### src/rtl/prt_pkg.sv
package prt_pkg;
    localparam int CNT_W    = 8;
    localparam int PRE_W    = 8;
    localparam int INST_DIV = 3;

    typedef enum logic [1:0] {
        SRC_INST     = 2'b00,
        SRC_PRE      = 2'b01,
        SRC_HALF     = 2'b10,
        SRC_HALF_ALT = 2'b11
    } src_sel_e;
endpackage

### src/rtl/prt_inst_div.sv
module prt_inst_div #(
    parameter int DIV = 3
) (
    input  logic clk,
    input  logic rst_n,
    output logic tick_o
);
    localparam int DW = (DIV > 1) ? $clog2(DIV) : 1;

    typedef struct packed {
        logic [DW-1:0] cnt;
    } st_t;

    st_t s_d, s_q;

    always_comb begin
        s_d = s_q;
        if (s_q.cnt == DW'(DIV - 1)) s_d.cnt = '0;
        else                         s_d.cnt = s_q.cnt + 1'b1;
    end

    always_ff @(posedge clk) begin
        if (!rst_n) s_q <= '0;
        else        s_q <= s_d;
    end

    assign tick_o = (s_q.cnt == DW'(DIV - 1));
endmodule

### src/rtl/prt_prescaler.sv
module prt_prescaler #(
    parameter int W = 8
) (
    input  logic         clk,
    input  logic         rst_n,
    input  logic         tick_i,
    input  logic         run_i,
    input  logic         reload_we_i,
    input  logic [W-1:0] reload_i,
    output logic         pulse_o,
    output logic         half_o
);
    typedef struct packed {
        logic [W-1:0] rld;
        logic [W-1:0] cnt;
        logic         half;
    } st_t;

    st_t  s_d, s_q;
    logic under;

    assign under = run_i && tick_i && (s_q.cnt == '0);

    always_comb begin
        s_d = s_q;
        if (reload_we_i) s_d.rld = reload_i;
        if (!run_i) begin
            s_d.cnt = reload_we_i ? reload_i : s_q.rld;
        end else if (tick_i) begin
            s_d.cnt = under ? s_q.rld : s_q.cnt - 1'b1;
        end
        if (under) s_d.half = ~s_q.half;
    end

    always_ff @(posedge clk) begin
        if (!rst_n) s_q <= '0;
        else        s_q <= s_d;
    end

    assign pulse_o = under;
    assign half_o  = under && s_q.half;
endmodule

### src/rtl/prt_timer_core.sv
module prt_timer_core #(
    parameter int W = 8
) (
    input  logic         clk,
    input  logic         rst_n,
    input  logic         src_tick_i,
    input  logic         run_i,
    input  logic         reload_we_i,
    input  logic [W-1:0] reload_i,
    input  logic         flag_clr_i,
    output logic [W-1:0] count_o,
    output logic         flag_o
);
    typedef struct packed {
        logic [W-1:0] rld;
        logic [W-1:0] cnt;
        logic         flag;
    } st_t;

    st_t  s_d, s_q;
    logic under;

    assign under = run_i && src_tick_i && (s_q.cnt == '0);

    always_comb begin
        s_d = s_q;
        if (reload_we_i) s_d.rld = reload_i;
        if (run_i) begin
            if (src_tick_i) s_d.cnt = under ? s_q.rld : s_q.cnt - 1'b1;
        end else if (reload_we_i) begin
            s_d.cnt = reload_i;
        end
        if (flag_clr_i) s_d.flag = 1'b0;
        if (under)      s_d.flag = 1'b1;
    end

    always_ff @(posedge clk) begin
        if (!rst_n) s_q <= '0;
        else        s_q <= s_d;
    end

    assign count_o = s_q.cnt;
    assign flag_o  = s_q.flag;
endmodule

### src/rtl/prescaled_reload_timer.sv
module prescaled_reload_timer
    import prt_pkg::*;
#(
    parameter int TW  = CNT_W,
    parameter int PW  = PRE_W,
    parameter int DIV = INST_DIV
) (
    input  logic          clk,
    input  logic          rst_n,
    input  logic          ctrl_we,
    input  logic [3:0]    ctrl_wdata,
    output logic [3:0]    ctrl_rdata,
    input  logic          pre_run_we,
    input  logic          pre_run_wdata,
    output logic          pre_run,
    input  logic          reload_we,
    input  logic [TW-1:0] reload_wdata,
    input  logic          pre_reload_we,
    input  logic [PW-1:0] pre_reload_wdata,
    input  logic          flag_clr,
    output logic [TW-1:0] count,
    output logic          irq_flag
);
    typedef struct packed {
        logic [3:0] ctrl;
        logic       prun;
    } st_t;

    st_t      s_d, s_q;
    logic     inst_tick, pre_pulse, pre_half, src_tick;
    src_sel_e sel;

    always_comb begin
        s_d = s_q;
        if (ctrl_we)    s_d.ctrl = ctrl_wdata;
        if (pre_run_we) s_d.prun = pre_run_wdata;
    end

    always_ff @(posedge clk) begin
        if (!rst_n) s_q <= '0;
        else        s_q <= s_d;
    end

    assign sel = src_sel_e'(s_q.ctrl[1:0]);

    always_comb begin
        unique case (sel)
            SRC_INST:     src_tick = inst_tick;
            SRC_PRE:      src_tick = pre_pulse;
            SRC_HALF,
            SRC_HALF_ALT: src_tick = pre_half;
            default:      src_tick = 1'b0;
        endcase
    end

    prt_inst_div #(.DIV(DIV)) u_div (
        .clk    (clk),
        .rst_n  (rst_n),
        .tick_o (inst_tick)
    );

    prt_prescaler #(.W(PW)) u_pre (
        .clk         (clk),
        .rst_n       (rst_n),
        .tick_i      (inst_tick),
        .run_i       (s_q.prun),
        .reload_we_i (pre_reload_we),
        .reload_i    (pre_reload_wdata),
        .pulse_o     (pre_pulse),
        .half_o      (pre_half)
    );

    prt_timer_core #(.W(TW)) u_tmr (
        .clk         (clk),
        .rst_n       (rst_n),
        .src_tick_i  (src_tick),
        .run_i       (s_q.ctrl[2]),
        .reload_we_i (reload_we),
        .reload_i    (reload_wdata),
        .flag_clr_i  (flag_clr),
        .count_o     (count),
        .flag_o      (irq_flag)
    );

    assign ctrl_rdata = s_q.ctrl;
    assign pre_run    = s_q.prun;
endmodule

### config.mk
export PLATFORM = sky130hd
export DESIGN_NAME = prescaled_reload_timer
export DESIGN_NICKNAME = d
export VERILOG_FILES = /design/src/rtl/prt_pkg.sv /design/src/rtl/prt_inst_div.sv /design/src/rtl/prt_prescaler.sv /design/src/rtl/prt_timer_core.sv /design/src/rtl/prescaled_reload_timer.sv
export SDC_FILE = /design/constraint.sdc
export NUM_CORES = 1
export LEC_CHECK = 0
export BUFFER_PORTS_ARGS = -buffer_cell sky130_fd_sc_hd__buf_2
export CAP_MARGIN = 20
export CORE_MARGIN = 2
export CORE_UTILIZATION = 47
export DETAILED_ROUTE_END_ITERATION = 8
export GPL_ROUTABILITY_DRIVEN = 0
export HOLD_SLACK_MARGIN = 0.06
export PLACE_DENSITY_LB_ADDON = 0.08
export SLEW_MARGIN = 20
export SYNTH_ARGS = -nofsm -noshare
export SYNTH_HDL_FRONTEND = slang
export SYNTH_HIERARCHICAL = 1
export SYNTH_SLANG_ARGS = --single-unit
### constraint.sdc
create_clock -name clk -period 3.3 [get_ports clk]
set_input_delay 0.33 -clock clk [delete_from_list [all_inputs] [get_ports clk]]
set_output_delay 0.33 -clock clk [all_outputs]
set_load 0.05 [all_outputs]
Word-level counts from Yosys, hierarchy flattened
Cells that the tools add are included.
{"block": "word_totals", "reg_bits": 41, "input_bits": 28, "elab_cells": 44}
{"block": "classes", "muxes": 11, "n_reduce_logical": 13, "n_bitwise": 2, "n_addsub": 3, "n_eq_ne": 6}
{"op": "two-way mux 8 bit", "n": 8}
{"op": "logical NOT 8 bit", "n": 2}
{"op": "subtractor 8 x 1 -> 8 bit, second input constant", "n": 2}
{"op": "== test 2 bit, second input constant", "n": 3}
{"op": "logical AND 1 bit", "n": 5}
{"op": "inequality test 2 x 1 -> 1 bit, second input constant", "n": 2}
{"op": "nonzero test 2 bit", "n": 2}
{"op": "OR reduction 2 bit", "n": 2}
{"op": "case mux 1 bit (3 select lines)", "n": 1}
{"op": "adder 2 x 1 -> 2 bit, second input constant", "n": 1}
{"op": "== test 2 x 1 -> 1 bit, second input constant", "n": 1}
{"op": "logical NOT 2 bit", "n": 1}
{"op": "two-way mux 1 bit", "n": 2}
{"op": "NOT 1 bit", "n": 2}
{"op": "AND reduction 2 bit", "n": 1}

Longest topological paths before layout
Gate-level depths: netlist of the first run.
{"block": "logic_depth", "ltp_word": 10, "mapped_depth": 14, "ltp_nobuf": 12}

By module
The synthesis of the first run kept the hierarchy.
{"mod": "prt_timer_core", "area_per_inst_um2": 993.5, "cells_each": 110, "instances": 1}
{"mod": "prt_prescaler", "area_per_inst_um2": 982.2, "cells_each": 115, "instances": 1}
{"mod": "prescaled_reload_timer", "area_per_inst_um2": 211.5, "cells_each": 19, "instances": 1}
{"mod": "prt_inst_div", "area_per_inst_um2": 81.3, "cells_each": 6, "instances": 1}

Worst setup path after synthesis of the first run
Ideal clock, no wire load.
{"block": "synth_timing", "path_kind": "flip-flop to flip-flop", "from": "register s_q, in the netlist pre_run", "to": "register u_tmr.s_q, in the netlist u_tmr/count_o[7]", "stages_incl_launch_ff": 13, "required_time_ns": 3.179, "setup_ns": 0.121, "n_path_buf": 3, "arrival_ns": 2.864, "synth_period_minus_slack_ns": 2.986, "setup_slack_ns": 0.314, "cell_sequence": "dfxtp_1 > clkbuf_1 > nand2_1 > or3_1 > buf_6 > inv_6 > mux2i_1 > o21ai_0 > nand4b_1 > or3_1 > buf_6 > o2111ai_1 > a21boi_1"}
{"block": "synth_via", "elab_chain_cells": 9}
{"item": "start: declaration", "line": "prescaled_reload_timer.sv:29", "text": "st_t s_d, s_q;"}
{"item": "start signal: assignment", "line": "prescaled_reload_timer.sv:40", "text": "if (!rst_n) s_q <= '0;"}
{"item": "start signal: assignment", "line": "prescaled_reload_timer.sv:41", "text": "else s_q <= s_d;"}
{"item": "logical AND 1 bit (*) (2 in a row)", "line": "prt_prescaler.sv:22", "text": "assign under = run_i && tick_i && (s_q.cnt == '0);"}
{"item": "net pre_pulse", "line": "prescaled_reload_timer.sv:30", "text": "logic inst_tick, pre_pulse, pre_half, src_tick;"}
{"item": "logical AND 1 bit", "line": "prt_prescaler.sv:41", "text": "assign half_o = under && s_q.half;"}
{"item": "case mux 1 bit (3 select lines) (*)", "line": "prescaled_reload_timer.sv:47", "text": "unique case (sel)"}
{"item": "net src_tick", "line": "prescaled_reload_timer.sv:30"}
{"item": "logical AND 1 bit (2 in a row)", "line": "prt_timer_core.sv:23", "text": "assign under = run_i && src_tick_i && (s_q.cnt == '0);"}
{"item": "two-way mux 8 bit (2 in a row)", "line": "prt_timer_core.sv:29", "text": "if (src_tick_i) s_d.cnt = under ? s_q.rld : s_q.cnt - 1'b1;"}
{"item": "two-way mux 8 bit", "line": "prt_timer_core.sv:28", "text": "if (run_i) begin"}
{"item": "end signal: assignment", "line": "prt_timer_core.sv:38", "text": "if (!rst_n) s_q <= '0;"}
{"item": "end signal: assignment", "line": "prt_timer_core.sv:39", "text": "else s_q <= s_d;"}
{"item": "end: declaration", "line": "prt_timer_core.sv:20", "text": "st_t s_d, s_q;"}
The timed path passes the listed nets; every way through them passes the cells marked *. The select of a mux whose other input is x is not followed.
A chain may end at the register's enable or synchronous reset.

Worst setup path after layout of the first run
{"block": "layout_timing", "from": "register u_pre/s_q[1] in the netlist's numbering", "to": "register u_tmr.s_q, in the netlist u_tmr/count_o[1]"}
{"block": "layout_via", "elab_chain_cells": 9}
{"item": "start: declaration", "line": "prt_prescaler.sv:19", "text": "st_t s_d, s_q;"}
{"item": "start signal: assignment", "line": "prt_prescaler.sv:36", "text": "if (!rst_n) s_q <= '0;"}
{"item": "start signal: assignment", "line": "prt_prescaler.sv:37", "text": "else s_q <= s_d;"}
{"item": "logical NOT 8 bit (*)", "line": "prt_prescaler.sv:22"}
{"item": "logical AND 1 bit (*)", "line": "prt_prescaler.sv:22"}
{"item": "net pre_pulse", "line": "prescaled_reload_timer.sv:30"}
{"item": "logical AND 1 bit", "line": "prt_prescaler.sv:41"}
{"item": "case mux 1 bit (3 select lines) (*)", "line": "prescaled_reload_timer.sv:47"}
{"item": "net src_tick", "line": "prescaled_reload_timer.sv:30"}
{"item": "logical AND 1 bit (2 in a row)", "line": "prt_timer_core.sv:23"}
{"item": "two-way mux 8 bit (2 in a row)", "line": "prt_timer_core.sv:29"}
{"item": "two-way mux 8 bit", "line": "prt_timer_core.sv:28"}
Marks and branches as above.

==> flow_summary.ini, run 1 <==
[critical_path]
worst-path-max-fanout = 7
crit_slowest_cell = sky130_fd_sc_hd__or3b_2
crit_path_frequent_cell = sky130_fd_sc_hd__nand2_1
crit_required_ns = 3.51
timing.setup.critical_path_class = flop to flop
worstPathCellList = inv_1 > ha_1 > or3b_2 > or3_1 > inv_6 > mux2i_1 > o21ai_0 > buf_4 > nand2_1 > nand2_1 > o221ai_1 > a311oi_2
cp.arrival_ns = 3.24
endpoint_kind = flop
critical_path.startpoint_type = flop
cpPeakStageDelay_ns = 0.50

[placed_design]
place_hpwl_um = 3460
placement.io_buffers = 41
post_dp_cell_area_um2 = 2430
preCtsSetupSlack_ns = 0.198
dpl.cell_count = 327

[floorplan]
core_um2 = 4690
placementRows = 25
die-height_um = 73.5
start_util_pct = 48.3
dieArea_um2 = 5400
io_pins = 42
die_x_um = 73.5

[timing]
fin_worst_hold_slack_ns = 0.292
maxSlewViolCount = 0
max-slew-margin-rel_pct = 58.5
worst_margin_pin_slew_ns = 0.616
rsz_0062_raised_after_global_routing = false
setup_ws_ns = 0.265
skew_ns = 0.00405
layout_worst_path_cycle_share_pct = 92.0
max_clock_freq_ghz = 0.330
setup_viol_count_final = 0
timing.setup.tns_ns = 0
hold_viol_final = 0
period_minus_ws_final_ns = 3.03

[cells_and_area]
area.growth.synth_to_final_pct = 11.1
antennaDiodeCount = 0
design_area_um2 = 2520
post_route_cells_drive_above_1_share_pct = 23.1
finish.net_count = 313
postLayoutCoreUtil_pct = 53.7
finish.cell_count_without_fillers = 335
final.fill_count = 472

[clock_tree]
clk_transition_reported_paths_ns = 0.08
tritoncts_clock_tree = built
clk_sinks = 41
clkLatencyLatePin_ns = 0.29
cts_buffers = 5
postCtsSetupRepairBufs = 0
cts.path.max_buffers = 2
root_buffer = sky130_fd_sc_hd__clkbuf_8
cts_hold_buf = 0
cts_htree_levels = 2

[synth]
area_share_of_the_leading_cell_type_in_the_synthesized_netlist_pct = 36.2
synth_top_cell_by_area = sky130_fd_sc_hd__dfxtp_1
yosysUniqueCellTypes = 47
synth-seq-cells = 41
yosysWarningCount = 6
synthTopCellsByArea = sky130_fd_sc_hd__dfxtp_1 (36%), sky130_fd_sc_hd__mux2i_1 (11%), sky130_fd_sc_hd__nor2b_1 (5.8%)
synth_fp_nets = 283
synthesis.area_per_instance_um2 = 9.07
netlist_area_um2 = 2270
synthArstFlopShare_pct = 0
syn-instance-count = 250
dominantRegCellSynth = sky130_fd_sc_hd__dfxtp_1
synth.yosys.seq_area_share_pct = 36.2
synth_enable_flop_cells = 0

[global_routing]
grt_pass1_vias = 1765
initial_antenna_violation_count = 0
grt_usage_pct = 19.1
first_pass_grt_wire_length_um = 8050
grt_overflow_total = 0
maximum_number_of_pins_on_one_net_before_global_route_repair = 28

[hold_path]
min_path_type = input pin to flop

[run_status]
status = complete, no violations

[drt]
detail_route.drc_violations = 0
initialDrtViolationCount = 87
routed_wl_um = 4830
first_pass_iters = 4
antenna_nets_post_route = 0
routed_wire_length_per_instance_um = 14.4
drt-vias-per-instance = 5.47
vias = 1831

[power]
power-per-cell-area_nw_per_um2 = 465
max-vdd-ir-drop_v = 0.000217
totalPowerFinal_mw = 1.17
total_leakage_power_nw = 1.11

[flow_run]
cap_violations = 0
## registers in the layout, summed over array words and instances (netlist names)
| signal | flops |
|---|---|
| u_div/s_q | 2 |
| u_pre/s_q | 17 |
| u_tmr/count_o | 8 |
| u_tmr/flag_o | 1 |
| ctrl_rdata | 4 |
| pre_run | 1 |
| u_tmr/s_q | 8 |
## where the power goes
group          leakage, nW  switching, mW  total (mW)  internal (mW)
sequential           0.338         0.0363       0.567          0.530
clock               0.0439          0.179       0.325          0.146
combinational        0.728          0.161       0.281          0.121
## layout make-up
| class | count | area (um2) | area share [%] |
|---|---|---|---|
| inverter | 11 | 46.3 | 1.84 |
| multi-input combinational | 176 | 1260 | 50.1 |
| clock buffer | 5 | 68.8 | 2.73 |
| tap | 54 | 67.6 | 2.68 |
| sequential | 41 | 821 | 32.6 |
| clock inverter | 3 | 17.5 | 0.695 |
| timing repair buffer | 45 | 235 | 9.33 |
## synthesized netlist by cell type, drive strengths merged, types with 5 or more instances
| cell type | number |
|---|---|
| buf | 12 |
| clkbuf | 10 |
| dfxtp | 41 |
| ha | 5 |
| inv | 11 |
| mux2i | 26 |
| nand2 | 15 |
| nand3b | 8 |
| nor2 | 8 |
| nor2b | 21 |
| nor3 | 9 |
| nor3b | 5 |
| o21ai | 24 |
| o221ai | 5 |
| xnor2 | 5 |
## critical path, delay by kind of cell (launching register included)
family / cells / cell delay, ns
muxes: 1 / 0.06
AOI/OAI and AO/OA: 3 / 0.66
buffers and inverters: 3 / 0.38
DFF: 1 / 0.34
and+or+nand+nor: 4 / 1.37
adders and majority gates: 1 / 0.15
## cell usage in the layout (no fill, tap or decap), types with 3 or more instances in the layout
master                     netlist  layout
sky130_fd_sc_hd__inv_1          10      10
sky130_fd_sc_hd__nor2_1          8       8
sky130_fd_sc_hd__o221ai_1        5       5
sky130_fd_sc_hd__nand2b_1        3       3
sky130_fd_sc_hd__mux2i_1        26      26
sky130_fd_sc_hd__nand3_1         3       3
sky130_fd_sc_hd__xnor2_1         5       5
sky130_fd_sc_hd__clkbuf_8        0       5
sky130_fd_sc_hd__nor2b_1        21      21
sky130_fd_sc_hd__nand3b_1        8       8
sky130_fd_sc_hd__dfxtp_1        41      41
sky130_fd_sc_hd__nor3_1          8       8
sky130_fd_sc_hd__o21ai_0        22      22
sky130_fd_sc_hd__buf_2           0      41
sky130_fd_sc_hd__buf_4           8       4
sky130_fd_sc_hd__xor2_1          3       3
sky130_fd_sc_hd__a21oi_1         3       3
sky130_fd_sc_hd__ha_1            5       5
sky130_fd_sc_hd__nand2_1        15      15
sky130_fd_sc_hd__nor3b_1         3       3
## logic make-up (layout without fill, tap and decap cells)
group | count (synthesis) | after routing | synth area share (%)
xor gates and xnor gates | 8 | 8 | 3.09
buffers and inverters | 33 | 64 | 8.33
adders and majority gates | 5 | 5 | 2.76
and+or+nand+nor | 88 | 88 | 23.3
DFF | 41 | 41 | 36.2
muxes | 27 | 27 | 12.0
AOI/OAI and AO/OA | 48 | 48 | 14.3
## worst paths after layout
kind / from / end / slack, ns / cells past startpoint
setup / recovery: u_pre/s_q[1] / u_tmr/count_o[1] / 0.27 / 12
hold / removal: flag_clr / u_tmr/flag_o / 0.29 / 3
setup reg to reg: u_pre/s_q[1] / u_tmr/count_o[1] / 0.27 / 12
hold reg to reg: u_div/s_q[0] / u_div/s_q[0] / 0.43 / 1
## repair_timing
action	in CTS	in global routing
gates resized for setup	0	1
hold endpoints to repair	0	0
endpoints found under the setup margin	0	1
## metal layers
metal / vias up / GRT usage, % / wire [um]
li1: 941 / - / -
met1: 856 / 23.0 / 2180
met2: 28 / 33.2 / 2430
met3: 6 / 4.39 / 154
met4: 0 / 6.46 / 70
met5: - / 0 / 0
Power figures use the tool's default switching activity.
==> run 2, diff against run 1 <==
--- a/config.mk
+++ b/config.mk
@@ -12,6 +12,7 @@
 export DETAILED_ROUTE_END_ITERATION = 8
 export GPL_ROUTABILITY_DRIVEN = 0
 export HOLD_SLACK_MARGIN = 0.06
+export MAX_ROUTING_LAYER = met4
 export PLACE_DENSITY_LB_ADDON = 0.08
 export SLEW_MARGIN = 20
 export SYNTH_ARGS = -nofsm -noshare
==> run 2 against run 1 <==
Net effect: final cell count unchanged; sequential power barely moved; utilization is the same; flip-flop and latch count unchanged; via count grew 0.44%; largest power group unchanged.
==> flow_summary.ini, run 2 (synthesis gave the netlist of run 1 again) <==
[timing]
max_clock_freq_ghz = 0.329
layout_worst_path_cycle_share_pct = 92.0
hold_viol_final = 0
rsz_0062_raised_after_global_routing = false
worst_margin_pin_slew_ns = 0.616
setup_viol_count_final = 0
max-slew-margin-rel_pct = 58.5
timing.setup.tns_ns = 0
maxSlewViolCount = 0
setup_ws_ns = 0.263
skew_ns = 0.00285
period_minus_ws_final_ns = 3.04

[critical_path]
timing.setup.critical_path_class = flop to flop
critPathTopFamily = simple AND/OR/NAND/NOR gates
setup.reg_to_reg.worst_slack_ns = 0.26
crit_slowest_cell = sky130_fd_sc_hd__or3b_2
crit_required_ns = 3.51
cpPeakStageDelay_ns = 0.50
critical_path.startpoint_type = flop
crit_path_frequent_cell = sky130_fd_sc_hd__nand2_1
endpoint_kind = flop
cp.arrival_ns = 3.25
worst-path-max-fanout = 7
worstPathCellList = inv_1 > ha_1 > or3b_2 > or3_1 > inv_6 > mux2i_1 > o21ai_0 > buf_4 > nand2_1 > nand2_1 > o221ai_1 > a311oi_2
critical_path_buf_inv_count = 3

[global_routing]
grt_usage_pct = 19.7
maximum_number_of_pins_on_one_net_before_global_route_repair = 28
global_route.usage.met1_pct = 23.1
top_usage_layer = met2
grt_overflow_total = 0
initial_antenna_violation_count = 0
grt_util_met3_pct = 4.39
grt_util_met2_pct = 33.2
first_pass_grt_wire_length_um = 8050
grt_pass1_vias = 1765

[placed_design]
preCtsSetupSlack_ns = 0.198
place_hpwl_um = 3460
placement.io_buffers = 41

[power]
total_leakage_power_nw = 1.11
seq_power_share_pct = 48.4
max-vdd-ir-drop_v = 0.000215
cell_internal_pwr_uw = 797
combinationalPowerShare_pct = 24.0
power-per-cell-area_nw_per_um2 = 464
sw_share_pct = 31.9
p_switching_uw = 373
power.clock.fraction_pct = 27.6

[cells_and_area]
final.fill_count = 472
finish.net_count = 313
layout.area.seq_um2 = 821
antennaDiodeCount = 0
max_flop_register = u_pre/s_q
layout.cells.most_common_list = sky130_fd_sc_hd__dfxtp_1 (41), sky130_fd_sc_hd__buf_2 (41), sky130_fd_sc_hd__mux2i_1 (26)
area.growth.synth_to_final_pct = 11.1
post_route_cells_drive_above_1_share_pct = 23.1
largest_register_ffs = 17
multiInputGateArea_um2 = 1260

[drt]
vias = 1839
routed_wl_um = 4830
antenna_nets_post_route = 0
initialDrtViolationCount = 87
drt-vias-per-instance = 5.49
routed_wire_length_per_instance_um = 14.4
detail_route.drc_violations = 0
first_pass_iters = 4

[hold_path]
min_path_type = input pin to flop

[clock_tree]
cts_htree_levels = 2
clk_transition_reported_paths_ns = 0.08
clkLatencyLatePin_ns = 0.29
clk_sinks = 41
cts.path.max_buffers = 2
postCtsSetupRepairBufs = 0
tritoncts_clock_tree = built
cts_buffers = 5
root_buffer = sky130_fd_sc_hd__clkbuf_8

[floorplan]
placementRows = 25
start_util_pct = 48.3
die-height_um = 73.5
die_x_um = 73.5
core_um2 = 4690
dieArea_um2 = 5400
io_pins = 42

[run_status]
status = complete, no violations

[flow_run]
cap_violations = 0
==> run 2: cell counts in the layout (fill, tap and decap cells not counted) <==
No cell type changed its count.
==> run 2: worst min-delay path, cell delays in order <==
cell                       delay (ns)
sky130_fd_sc_hd__buf_2           0.07
sky130_fd_sc_hd__nand2b_1        0.09
sky130_fd_sc_hd__a21boi_1        0.05
==> run 2: layout make-up <==
class                      instances  area share, %
multi-input combinational        176           50.1
sequential                        41           32.6
timing repair buffer              45           9.33
clock buffer                       5           2.73
tap                               54           2.68
inverter                          11           1.84
clock inverter                     3          0.695
==> run 2: power groups by stage <==
stage          clock network [mW]  registers (mW)  logic, mW
2_1_floorplan                   0           0.579      0.219
4_1_cts                     0.341           0.567      0.284
3_5_place_dp                    0           0.578      0.282
5_1_grt                     0.355           0.572      0.311
3_3_place_gp                    0           0.578      0.279
6_report                    0.323           0.567      0.281
==> run 2: worst paths after layout <==
| kind | from | end | cells past startpoint |
|---|---|---|---|
| worst max-delay path | u_pre/s_q[1] | u_tmr/count_o[1] | 12 |
| worst min-delay path | flag_clr | u_tmr/flag_o | 3 |
| worst max register to register | u_pre/s_q[1] | u_tmr/count_o[1] | 12 |
| worst min register to register | u_div/s_q[0] | u_div/s_q[0] | 1 |
==> run 2: per-stage QoR <==
stage | std cells | utilization [%] | hold slack [ns] | total power, mW | area [um2]
after global placement | 327 | 51.8 | 0.419 | 0.857 | 2430
after floorplan | 250 | - | 0.413 | 0.798 | 2270
after global routing | 335 | 53.7 | 0.309 | 1.24 | 2520
after detailed placement | 327 | 51.8 | 0.424 | 0.860 | 2430
after CTS | 335 | 53.6 | 0.283 | 1.19 | 2510
final | 335 | 53.7 | 0.292 | 1.17 | 2520
==> run 2: repair_timing <==
action | 4_1_cts | 5_1_grt
hold buffers | 0 | 0
gates resized for setup | 0 | 1
setup endpoints to repair | 0 | 1
==> run 2: per-layer routing <==
layer	routed length [um]	up-vias
li1	-	940
met1	2200	867
met2	2420	26
met3	144	6
met4	65	0
met5	0	-
